**config.mk**
```make
export PLATFORM = sky130hd
export DESIGN_NAME = e1_line_alarm_det
export DESIGN_NICKNAME = d
export VERILOG_FILES = /design/src/rtl/e1_line_alarm_pkg.sv /design/src/rtl/e1la_ones_window.sv /design/src/rtl/e1la_carrier_loss.sv /design/src/rtl/e1_line_alarm_det.sv
export SDC_FILE = /design/constraint.sdc
export NUM_CORES = 1
export LEC_CHECK = 0
export BUFFER_PORTS_ARGS = -buffer_cell sky130_fd_sc_hd__buf_2
export CAP_MARGIN = 0
export CORE_AREA = 2 2 102 104
export CTS_CLUSTER_DIAMETER = 30
export DETAILED_ROUTE_END_ITERATION = 10
export DIE_AREA = 0 0 104 106
export GPL_ROUTABILITY_DRIVEN = 0
export PLACE_DENSITY = 0.36
export SYNTH_ARGS = -nofsm -noshare
export SYNTH_HDL_FRONTEND = slang
export SYNTH_SLANG_ARGS = --single-unit
export TNS_END_PERCENT = 5
```
**constraint.sdc**
```tcl
create_clock -name clk -period 3.4 [get_ports clk]
set_clock_uncertainty 0.1 [all_clocks]
set_input_delay 0.34 -clock clk [delete_from_list [all_inputs] [get_ports clk]]
set_output_delay 0.34 -clock clk [all_outputs]
set_load 0.03 [all_outputs]
```
**src/rtl/e1_line_alarm_pkg.sv**
```systemverilog
package e1_line_alarm_pkg;
   // Default dimensions of the line alarm detectors
   localparam int unsigned AO_WIN_BITS   = 512;
   localparam int unsigned AO_MAX_ZEROS  = 2;
   localparam int unsigned LOS_RUN_SHORT = 255;
   localparam int unsigned LOS_RUN_LONG  = 2048;
   localparam int unsigned LOS_CLR_WIN   = 255;
   localparam int unsigned LOS_CLR_ONES  = 32;

   typedef enum logic {
      LOS_THR_SHORT = 1'b0,
      LOS_THR_LONG  = 1'b1
   } los_thr_e;
endpackage

```
**src/rtl/e1la_ones_window.sv**
```systemverilog
module e1la_ones_window #(
   parameter int unsigned WIN_BITS  = 512,
   parameter int unsigned MAX_ZEROS = 2
) (
   input  logic clk,
   input  logic rst_n,
   input  logic bit_vld,
   input  logic bit_val,
   output logic alarm
);
   localparam int unsigned PW = $clog2(WIN_BITS);
   localparam int unsigned ZW = $clog2(MAX_ZEROS + 2);

   logic [PW-1:0] pos_q;
   logic [ZW-1:0] zeros_q;
   logic [ZW-1:0] zeros_nxt;

   // zero count saturates one above the tolerated maximum
   always_comb begin
      zeros_nxt = zeros_q;
      if (!bit_val && (zeros_q <= ZW'(MAX_ZEROS)))
         zeros_nxt = zeros_q + 1'b1;
   end

   always_ff @(posedge clk) begin
      if (!rst_n) begin
         pos_q   <= '0;
         zeros_q <= '0;
         alarm   <= 1'b0;
      end else if (bit_vld) begin
         if (pos_q == PW'(WIN_BITS - 1)) begin
            pos_q   <= '0;
            zeros_q <= '0;
            alarm   <= (zeros_nxt <= ZW'(MAX_ZEROS));
         end else begin
            pos_q   <= pos_q + 1'b1;
            zeros_q <= zeros_nxt;
         end
      end
   end
endmodule

```
**src/rtl/e1la_carrier_loss.sv**
```systemverilog
module e1la_carrier_loss
   import e1_line_alarm_pkg::*;
#(
   parameter int unsigned RUN_SHORT = 255,
   parameter int unsigned RUN_LONG  = 2048,
   parameter int unsigned CLR_WIN   = 255,
   parameter int unsigned CLR_ONES  = 32
) (
   input  logic     clk,
   input  logic     rst_n,
   input  logic     bit_vld,
   input  logic     bit_val,
   input  los_thr_e thr_mode,
   output logic     loss
);
   localparam int unsigned RW = $clog2(RUN_LONG + 1);
   localparam int unsigned WW = $clog2(CLR_WIN);
   localparam int unsigned OW = $clog2(CLR_ONES + 1);

   logic [RW-1:0] thr;
   logic [RW-1:0] run_q;
   logic [RW:0]   run_inc;
   logic [WW-1:0] wpos_q;
   logic [OW-1:0] ones_q;
   logic [OW-1:0] ones_nxt;

   generate
      if (RUN_SHORT == RUN_LONG) begin : g_fixed_thr
         assign thr = RW'(RUN_LONG);
      end else begin : g_sel_thr
         assign thr = (thr_mode == LOS_THR_LONG) ? RW'(RUN_LONG) : RW'(RUN_SHORT);
      end
   endgenerate

   assign run_inc = {1'b0, run_q} + 1'b1;

   always_comb begin
      ones_nxt = ones_q;
      if (bit_val && (ones_q < OW'(CLR_ONES)))
         ones_nxt = ones_q + 1'b1;
   end

   // consecutive-zero run, saturating at the active threshold
   always_ff @(posedge clk) begin
      if (!rst_n) begin
         run_q <= '0;
      end else if (bit_vld) begin
         if (bit_val)
            run_q <= '0;
         else if (run_q < thr)
            run_q <= run_q + 1'b1;
      end
   end

   // alarm state and back-to-back clear windows
   always_ff @(posedge clk) begin
      if (!rst_n) begin
         loss   <= 1'b0;
         wpos_q <= '0;
         ones_q <= '0;
      end else if (bit_vld) begin
         if (!loss) begin
            wpos_q <= '0;
            ones_q <= '0;
            if (!bit_val && (run_inc >= {1'b0, thr}))
               loss <= 1'b1;
         end else if (wpos_q == WW'(CLR_WIN - 1)) begin
            wpos_q <= '0;
            ones_q <= '0;
            if (ones_nxt >= OW'(CLR_ONES))
               loss <= 1'b0;
         end else begin
            wpos_q <= wpos_q + 1'b1;
            ones_q <= ones_nxt;
         end
      end
   end
endmodule

```
**src/rtl/e1_line_alarm_det.sv**
```systemverilog
module e1_line_alarm_det
   import e1_line_alarm_pkg::*;
#(
   parameter int unsigned AO_WIN    = AO_WIN_BITS,
   parameter int unsigned AO_ZMAX   = AO_MAX_ZEROS,
   parameter int unsigned THR_SHORT = LOS_RUN_SHORT,
   parameter int unsigned THR_LONG  = LOS_RUN_LONG,
   parameter int unsigned CLR_WIN   = LOS_CLR_WIN,
   parameter int unsigned CLR_ONES  = LOS_CLR_ONES
) (
   input  logic clk,
   input  logic rst_n,
   input  logic rx_vld,
   input  logic rx_bit,
   input  logic los_thr_long,
   output logic all_ones_alarm,
   output logic carrier_loss
);
   generate
      if (AO_WIN < 4 || AO_ZMAX >= AO_WIN) begin : g_bad_ao
         $error("all-ones window must exceed its zero tolerance");
      end
      if (THR_SHORT < 1 || THR_LONG < THR_SHORT) begin : g_bad_thr
         $error("long threshold must not be below the short one");
      end
      if (CLR_WIN < 2 || CLR_ONES > CLR_WIN) begin : g_bad_clr
         $error("clear window must hold the required ones");
      end
   endgenerate

   los_thr_e thr_mode;
   assign thr_mode = los_thr_long ? LOS_THR_LONG : LOS_THR_SHORT;

   e1la_ones_window #(
      .WIN_BITS  (AO_WIN),
      .MAX_ZEROS (AO_ZMAX)
   ) u_ones (
      .clk     (clk),
      .rst_n   (rst_n),
      .bit_vld (rx_vld),
      .bit_val (rx_bit),
      .alarm   (all_ones_alarm)
   );

   e1la_carrier_loss #(
      .RUN_SHORT (THR_SHORT),
      .RUN_LONG  (THR_LONG),
      .CLR_WIN   (CLR_WIN),
      .CLR_ONES  (CLR_ONES)
   ) u_los (
      .clk      (clk),
      .rst_n    (rst_n),
      .bit_vld  (rx_vld),
      .bit_val  (rx_bit),
      .thr_mode (thr_mode),
      .loss     (carrier_loss)
   );
endmodule

```
### After elaboration in Yosys (flattened, before gate mapping)

Index checks and enable logic that the tools add are counted.

| storage, ports and cells | value |
|---|---|
| bits in registers | 39 |
| bits of input ports | 5 |
| output and inout port bits | 2 |
| word-level logic and storage cells | 44 |

| cells by class | value |
|---|---|
| add/subtract/negate cells | 6 |
| $lt $le $gt $ge | 6 |
| equality and inequality tests | 2 |
| muxes and demuxes | 16 |
| reductions and logical operators | 7 |

Operator list:

| kind | count |
|---|---|
| $mux W12 | 3 |
| $mux W6 | 3 |
| $mux W8 | 2 |
| $add A12 B1 Y13 const B | 1 |
| $ge A13 B12 Y1 | 1 |
| $add A12 B1 Y12 const B | 1 |
| $lt A12 B12 Y1 | 1 |
| $add A9 B1 Y9 const B | 1 |
| $eq A9 B9 Y1 const B | 1 |
| $mux W9 | 1 |
| $add A8 B1 Y8 const B | 1 |
| $eq A8 B8 Y1 const B | 1 |
| $add A6 B1 Y6 const B | 1 |
| $ge A6 B6 Y1 const B | 1 |
| $lt A6 B6 Y1 const B | 1 |
| $mux W1 | 5 |
| $le A2 B2 Y1 const B | 2 |
| $mux W2 | 2 |
| $reduce_and A2 Y1 | 2 |
| $logic_and A1 B1 Y1 | 3 |
| $add A2 B1 Y2 const B | 1 |
| $reduce_bool A2 Y1 | 1 |
| $logic_not A1 Y1 | 1 |

### Longest topological paths before layout

Gate-level depths: netlist of run 1.

| depth | value |
|---|---|
| depth after elaboration | 7 |
| depth in mapped cells | 11 |
| gate-level depth less buffers | 11 |

### Hierarchy

A second synthesis of run 1 with hierarchy kept.

| unflattened totals | value |
|---|---|
| cell total of the unflattened synthesis | 278 |
| area total of the unflattened synthesis | 2402.3 um2 |

Modules (own cells, without submodules):

| module | instances | cells each | area an instance (um2) | seq. area each (um2) |
|---|---|---|---|---|
| e1la_carrier_loss | 1 | 214 | 1830.5 | 540.5 |
| e1la_ones_window | 1 | 64 | 571.8 | 240.2 |

### Worst setup path before layout of run 1

OpenSTA, ideal clock, no wires.

| timing path | value |
|---|---|
| kind | register to register |
| start | register u_los.run_q[0] |
| end | register u_los.loss |
| library setup time | 135 ps |
| data arrival time | 2056 ps |
| data required time | 3165 ps |
| setup slack | 1110 ps |
| stages on the path, launching flop included | 12 |
| path buffers | 0 |
| clock period less this slack | 2290 ps |
| cell sequence | dfxtp_1 -> ha_1 -> and3_1 -> nand3_1 -> xnor2_1 -> ha_1 -> a21oi_1 -> o21ai_0 -> a211oi_1 -> o21ai_0 -> a31oi_1 -> o21ai_0 |

| between the ends | value |
|---|---|
| longest elaborated chain between the ends | 5 |

Ends and longest elaborated chain:

| item | line | RTL |
|---|---|---|
| start: declaration | e1la_carrier_loss.sv:21 | `logic [RW-1:0] run_q;` |
| start signal: assignment | e1la_carrier_loss.sv:51 | `run_q <= run_q + 1'b1;` |
| $add A12 B1 Y13 | e1la_carrier_loss.sv:35 | `assign run_inc = {1'b0, run_q} + 1'b1;` |
| $ge A13 B12 Y1 | e1la_carrier_loss.sv:65 | `if (!bit_val && (run_inc >= {1'b0, thr}))` |
| $logic_and A1 B1 Y1 | e1la_carrier_loss.sv:65 |  |
| $mux W1 | e1la_carrier_loss.sv:65 |  |
| $mux W1 | e1la_carrier_loss.sv:62 | `if (!loss) begin` |
| end signal: assignment | e1la_carrier_loss.sv:58 | `loss <= 1'b0;` |
| end signal: assignment | e1la_carrier_loss.sv:66 | `loss <= 1'b1;` |
| end signal: assignment | e1la_carrier_loss.sv:71 | `loss <= 1'b0;` |
| end: declaration | e1la_carrier_loss.sv:14 | `output logic loss` |

No other way between the ends.
A chain may end at the register's enable or synchronous reset.

### Final worst setup path of run 1

Ends and elaborated chain as after synthesis.

==> out/qor.txt, run 1 <==
area delta synth->final - 9.887%
diode count - 0
Critical Path End Type - register
gr ovfl total - 0
Post-Syn Instances - 286
Final Util - 26.84%
number of fillers in the final layout - 1108
metal2 WL - 2408 µm
I/O pin count - 7
Psw - 229.8 µW
clock root cell - clkbuf_8
RSZ-0062 raised after global routing - no
post-CTS setup buffer count - 0
critical path class - register to register
CP Cell Sequence - ha_1 > and3_1 > nand3_1 > xnor2_1 > ha_1 > a21oi_1 > o21ai_0 > a211oi_1 > o21ai_0 > a31oi_1 > o21ai_0
fin crit share - 75.96%
fin nets - 316
Post-CTS Resized - 0
register area share after synthesis - 31.97%
Sw Share - 24.65%
antenna violations before repair - 0
Setup WS post-layout - 817.4 ps
share of layout cells above drive strength 1 - 10.45%
post-route ant nets - 0
Worst Setup Start Kind - register
f_max - 0.3872 GHz
top_reg_cell synth - dfxtp_1
global-route wire length before repair - 9252 µm
DR vias - 1959
most frequent cells in the layout - 39 x nor2_1, 39 x dfxtp_1, 25 x ha_1
Final Max Tran Viols - 0
Routed WL per cell - 13.04 µm
number of flops mapped to enable cells by yosys - 0
max incr delay on CP - 420 ps
DRC viols - 0
htree depth - 2
min cycle time layout - 2583 ps
HPWL Detailed - 4108 µm
Req. time, crit path - 3460 ps
WL met1 - 2898 µm
Synth Net Count - 316
TritonCTS clock tree - done
Die H - 106 µm
cell area after synthesis - 2442 µm²
DR pass1 iterations - 4
Worst Tran Pin Value - 839.6 ps
final hold vios - 0
Max Root-Sink Buffers - 2
crit path DAT - 2640 ps
Gate power share - 7.7%
Mean Syn Cell Area - 8.540 µm²
P_int - 702.5 µW
routed wl met3 - 128 µm
Port Buffer Count - 6
status - finished, final reports clean
Slowest-stage cell, CP - dfxtp_1
worst hold-check path type - input port to register
Netlist cell types - 49
ys async rst share - 0%
Iteration-0 DRC Markers - 79
CTS buffer count - 5
YS warnings - 0
cell area after layout - 2684 µm²
die extent in x - 104 µm
post-place setup slack - 718.7 ps
die area - 11020 µm²
setup TNS - 0 ps
vias in the first global route - 1846
power per cell area - 347.4 nW/µm²
largest net degree at the start of global routing - 22
Leak - 1.055 nW
Worst-Skew Late Latency - 300 ps
placed inst area - 2571 µm²
final wirelength - 5517 µm
top sig layer - met4
max-cap check violation count - 0
Slew HR - 43.96%
Worst Path Max Fanout - 7
Synth Register Bits - 39
GRT Total Usage - 10.43%
CP Buf/Inv Count - 0
Clk pin slew, worst setup/hold paths - 80 ps
site row count - 37
maximum vdd ir drop - 0.0001398 V
Post-CTS Hold Buffers - 0
sequential fraction of design power - 49.9%
clock share of power - 42.4%
Vias/cell - 4.631
cell repeated most along the worst path - o21ai_0
clk sinks - 39
Core Area - 10000 µm²
Initial Utilization - 24.42%
Final Setup Violations - 0
CP delay by family, top - compound AO/OA/AOI/OAI gates
-- metrics by stage --
step	total power, mW	hold slack (ps)	cells
after floorplan	0.5261	353.9	286
after global placement	0.5502	370.2	415
after detailed placement	0.5491	374.3	415
after CTS	0.9526	300.0	423
after global routing	0.9829	301.4	423
final	0.9323	309.4	423
-- synthesized netlist by cell type, types with 2 or more instances --
master / number / area share, %
xnor2_1: 10 / 3.6
nor2_2: 2 / 0.51
nand2b_1: 3 / 0.77
ha_1: 25 / 13
a21oi_1: 16 / 3.3
nor3_1: 8 / 1.6
o41ai_2: 7 / 4.7
nand2_1: 24 / 3.7
buf_2: 3 / 0.61
buf_6: 3 / 1.4
dfxtp_1: 39 / 32
nand3_1: 9 / 1.8
o2111ai_1: 7 / 2.5
clkbuf_1: 8 / 1.2
inv_1: 9 / 1.4
nor2_1: 39 / 6.0
xor2_1: 11 / 3.9
o21ai_0: 12 / 2.5
nand4_1: 8 / 2.0
nor4_1: 2 / 0.51
and3_1: 10 / 2.6
or3_1: 2 / 0.51
a31oi_1: 2 / 0.51
o31ai_1: 2 / 0.61
-- logic make-up (layout without fill, tap and decap cells) --
family                     after synthesis  after routing  share of synthesized area, %
muxes                                    1              1                        0.4099
and+or+nand+nor                        115            115                         22.95
adders and majority gates               25             25                         12.81
xor gates and xnor gates                21             21                         7.530
DFF                                     39             39                         31.97
AOI/OAI and AO/OA                       61             61                         19.42
buffers and inverters                   24             25                         4.918
-- layer usage --
metal | vias to the layer above | track usage (%)
li1 | 1041 | -
met1 | 892 | 13.91
met2 | 20 | 16.92
met3 | 6 | 1.839
met4 | 0 | 3.764
met5 | - | 0
-- final timing paths --
check	start	slack, ps	cells past startpoint	to
min reg2reg	u_ones.pos_q[5]	390	2	u_ones.pos_q[5]
min	rst_n	310	2	u_los.run_q[0]
max reg2reg	u_los.run_q[0]	820	11	u_los.loss
max	u_los.run_q[0]	820	11	u_los.loss
-- flip-flops by register name, indices dropped and copies added, names as in the netlist --
register        cells
u_los.run_q        12
u_ones.alarm        1
u_ones.zeros_q      2
u_los.ones_q        6
u_ones.pos_q        9
u_los.loss          1
u_los.wpos_q        8
-- final cells by class --
type	count	area, µm²	area share, %
sequential	39	780.7	29.09
inverter	9	33.78	1.259
tap	136	170.2	6.340
clock inverter	3	43.79	1.632
timing repair buffer	8	45.04	1.678
multi-input combinational	223	1541	57.44
clock buffer	5	68.82	2.564
-- power by group through the flow --
stage | clock network (mW) | registers, mW | logic [mW]
floorplan | 0 | 0.475 | 0.0508
global placement | 0 | 0.476 | 0.0740
detailed placement | 0 | 0.476 | 0.0727
CTS | 0.414 | 0.466 | 0.0729
global route | 0.434 | 0.467 | 0.0819
finish | 0.395 | 0.466 | 0.0716
Power figures use the tool's default switching activity.
==> inputs of run 2 (changes only) <==
- ABC_AREA: default -> 1
- clock period: 3.4 -> 2.2 ns (I/O delays scaled with it)
==> run 2 against run 1 <==
Compared with the run above:
- non-clock buffer count increased by 36
- synthesized area decreased by 0.97%
- final cell count increased by 24%
- wire length increased by 12%
- clock power increased by 56%
- total power increased by 89%
- sequential share of layout area decreased by 3.7 points
==> out/qor.txt, run 2 <==
status - finished, final reports clean
CTS buffer count - 5
gr ovfl total - 0
die extent in x - 104 µm
worst hold-check path type - input port to register
largest net degree at the start of global routing - 20
fin nets - 420
DR vias - 2246
Synth Area in XOR/XNOR - 2.535%
Clk pin slew, worst setup/hold paths - 90 ps
f_max - 0.4676 GHz
clk sinks - 39
htree depth - 2
Post-Synth Adder-Cell Area - 12.93%
Mean Syn Cell Area - 6.990 µm²
ys async rst share - 0%
Worst-Skew Late Latency - 300 ps
max reg flops - 12
global-route wire length before repair - 10010 µm
overall power - 1.760 mW
top flop regs - u_los.run_q: 12 flops, u_ones.pos_q: 9 flops, u_los.wpos_q: 8 flops
fin crit share - 97.20%
Compound-Gate Fraction of Synth Area - 14.12%
area delta synth->final - 28.87%
post-synth top area cell - dfxtp_1
Netlist cell types - 33
GRT Total Usage - 11.47%
met3 GRT Util - 2.085%
Max Root-Sink Buffers - 2
Final Max Tran Viols - 0
min cycle time layout - 2138 ps
RR Startpoint - u_los.run_q[0]
Core Area - 10000 µm²
most frequent cells in the layout - 58 x nand2_1, 45 x nor2_1, 40 x inv_1
register area share after synthesis - 32.28%
Biggest register - u_los.run_q
site row count - 37
area share of the leading cell type in the synthesized netlist - 32.28%
diode count - 0
Worst R2R End - u_los.loss
Register-to-Register Path Depth - 15
Final Util - 31.17%
cell area after synthesis - 2419 µm²
reg2reg setup slack - 60 ps
Worst Path Max Fanout - 3
RSZ-0062 raised after global routing - yes
final hold vios - 0
post-synthesis mux area share - 0.4656%
Leak - 1.362 nW
Worst Setup Start Kind - register
WHS Path Cells - 3
DRC viols - 0
Routed WL per cell - 11.70 µm
Worst Tran Pin Value - 363.2 ps
top post-synthesis cells by count - 64 x nand2_1, 49 x nor2_1, 40 x a21oi_1, 40 x inv_1, 39 x dfxtp_1
post-route ant nets - 0
Post-CTS Hold Buffers - 0
Req. time, crit path - 2290 ps
Hold Path End - u_los.wpos_q[0]
Vias/cell - 4.270
critical path class - register to register
maximum vdd ir drop - 0.0002491 V
number of flops mapped to enable cells by yosys - 0
Synth Net Count - 376
I/O pin count - 7
simple-gate share of the synthesized area - 29.64%
largest family of logic cells by synthesized area - simple AND/OR/NAND/NOR gates
grt peak-use layer - met2
YS warnings - 0
Slew HR - 75.73%
antenna violations before repair - 0
Initial Utilization - 24.19%
clock root cell - clkbuf_8
Iteration-0 DRC Markers - 40
TritonCTS clock tree - done
most common cell after layout, fill and taps aside - nand2_1
power per cell area - 564.7 nW/µm²
DR pass1 iterations - 4
hold_sp - rst_n
final wirelength - 6155 µm
vias in the first global route - 2137
Global Route met1 Usage - 13.97%
max-cap check violation count - 0
crit path DAT - 2230 ps
Port Buffer Count - 6
post-place setup slack - -83.94 ps
Die H - 106 µm
Synth Register Bits - 39
HPWL Detailed - 4581 µm
share of layout cells above drive strength 1 - 22.56%
met2 Use GR - 20.54%
top_reg_cell synth - dfxtp_1
cells taking the most area after synthesis - dfxtp_1 32%, ha_1 13%, nand2_1 9.9%
Setup WS post-layout - 61.53 ps
Critical Path End Type - register
Post-Syn Instances - 346
most frequent cell after synthesis - nand2_1
Final Setup Violations - 0
die area - 11020 µm²
run 2: power breakdown:
group          switching, mW  internal, mW
clock                  0.283         0.332
combinational          0.217         0.164
sequential            0.0282         0.736
total                  0.528          1.23
run 2: per-layer routing:
metal	wire, µm	part of all wire, %
met1	3097	50
met2	2892	47
met4	61	0.99
met3	102	1.7
met5	0	0
run 2: timing repair:
action	4_1_cts	5_1_grt
pin swaps	0	15
endpoints found under the setup margin	1	10
buffers inserted	0	3
gates resized for setup	9	32
run 2: kinds of logic after synthesis:
logic type               after synthesis
multiplexers                           1
AO/OA/AOI/OAI                         65
adder cells (fa/ha/maj)               25
XOR/XNOR                               7
flip-flops                            39
buffers and inverters                 47
AND/OR/NAND/NOR                      162
run 2: worst max-delay path, cell delays in order, from the launching register on:
cell     delay (ps)
dfxtp_4         380
nand3_4         100
nor2_4          150
buf_4           120
buf_4           100
nor2_2           40
ha_1            280
nand2_1          80
o21ai_1          70
or2_2           270
nand2_1          70
nand3_1          70
nand2_1          60
nand2_1          50
nand2_1          50
a21oi_1          50
run 2: through the flow:
step	std cells	instance area, µm²	hold WS (ps)	setup TNS (ps)
CTS	523	2977	182.2	0
global route	526	3117	189.6	-214.8
global placement	516	2850	346.8	-69.69
detailed placement	516	2850	345.8	-83.94
finish	526	3117	181.5	0
floorplan	346	2419	321.9	0
run 2: area by class of cell:
type                            count  area (µm²)
Fill cell                        1113        6883
Tap cell                          136       170.2
Timing Repair Buffer               44       327.8
Clock inverter                      2       37.54
Multi-Input combinational cell    260        1572
Clock buffer                        5       68.82
Sequential cell                    39       790.8
Inverter                           40       150.1
run 2: worst max path at each step:
stage	from	endpoint	slack [ps]	cells past startpoint
2_1_floorplan	u_los.run_q[0]	u_los.loss	60	17
3_3_place_gp	u_los.run_q[1]	u_los.loss	-70	18
3_5_place_dp	u_los.run_q[1]	u_los.loss	-80	17
4_1_cts	u_los.run_q[1]	u_los.loss	3	19
5_1_grt	u_los.run_q[1]	u_los.loss	-110	15
6_report	u_los.run_q[0]	u_los.loss	60	15
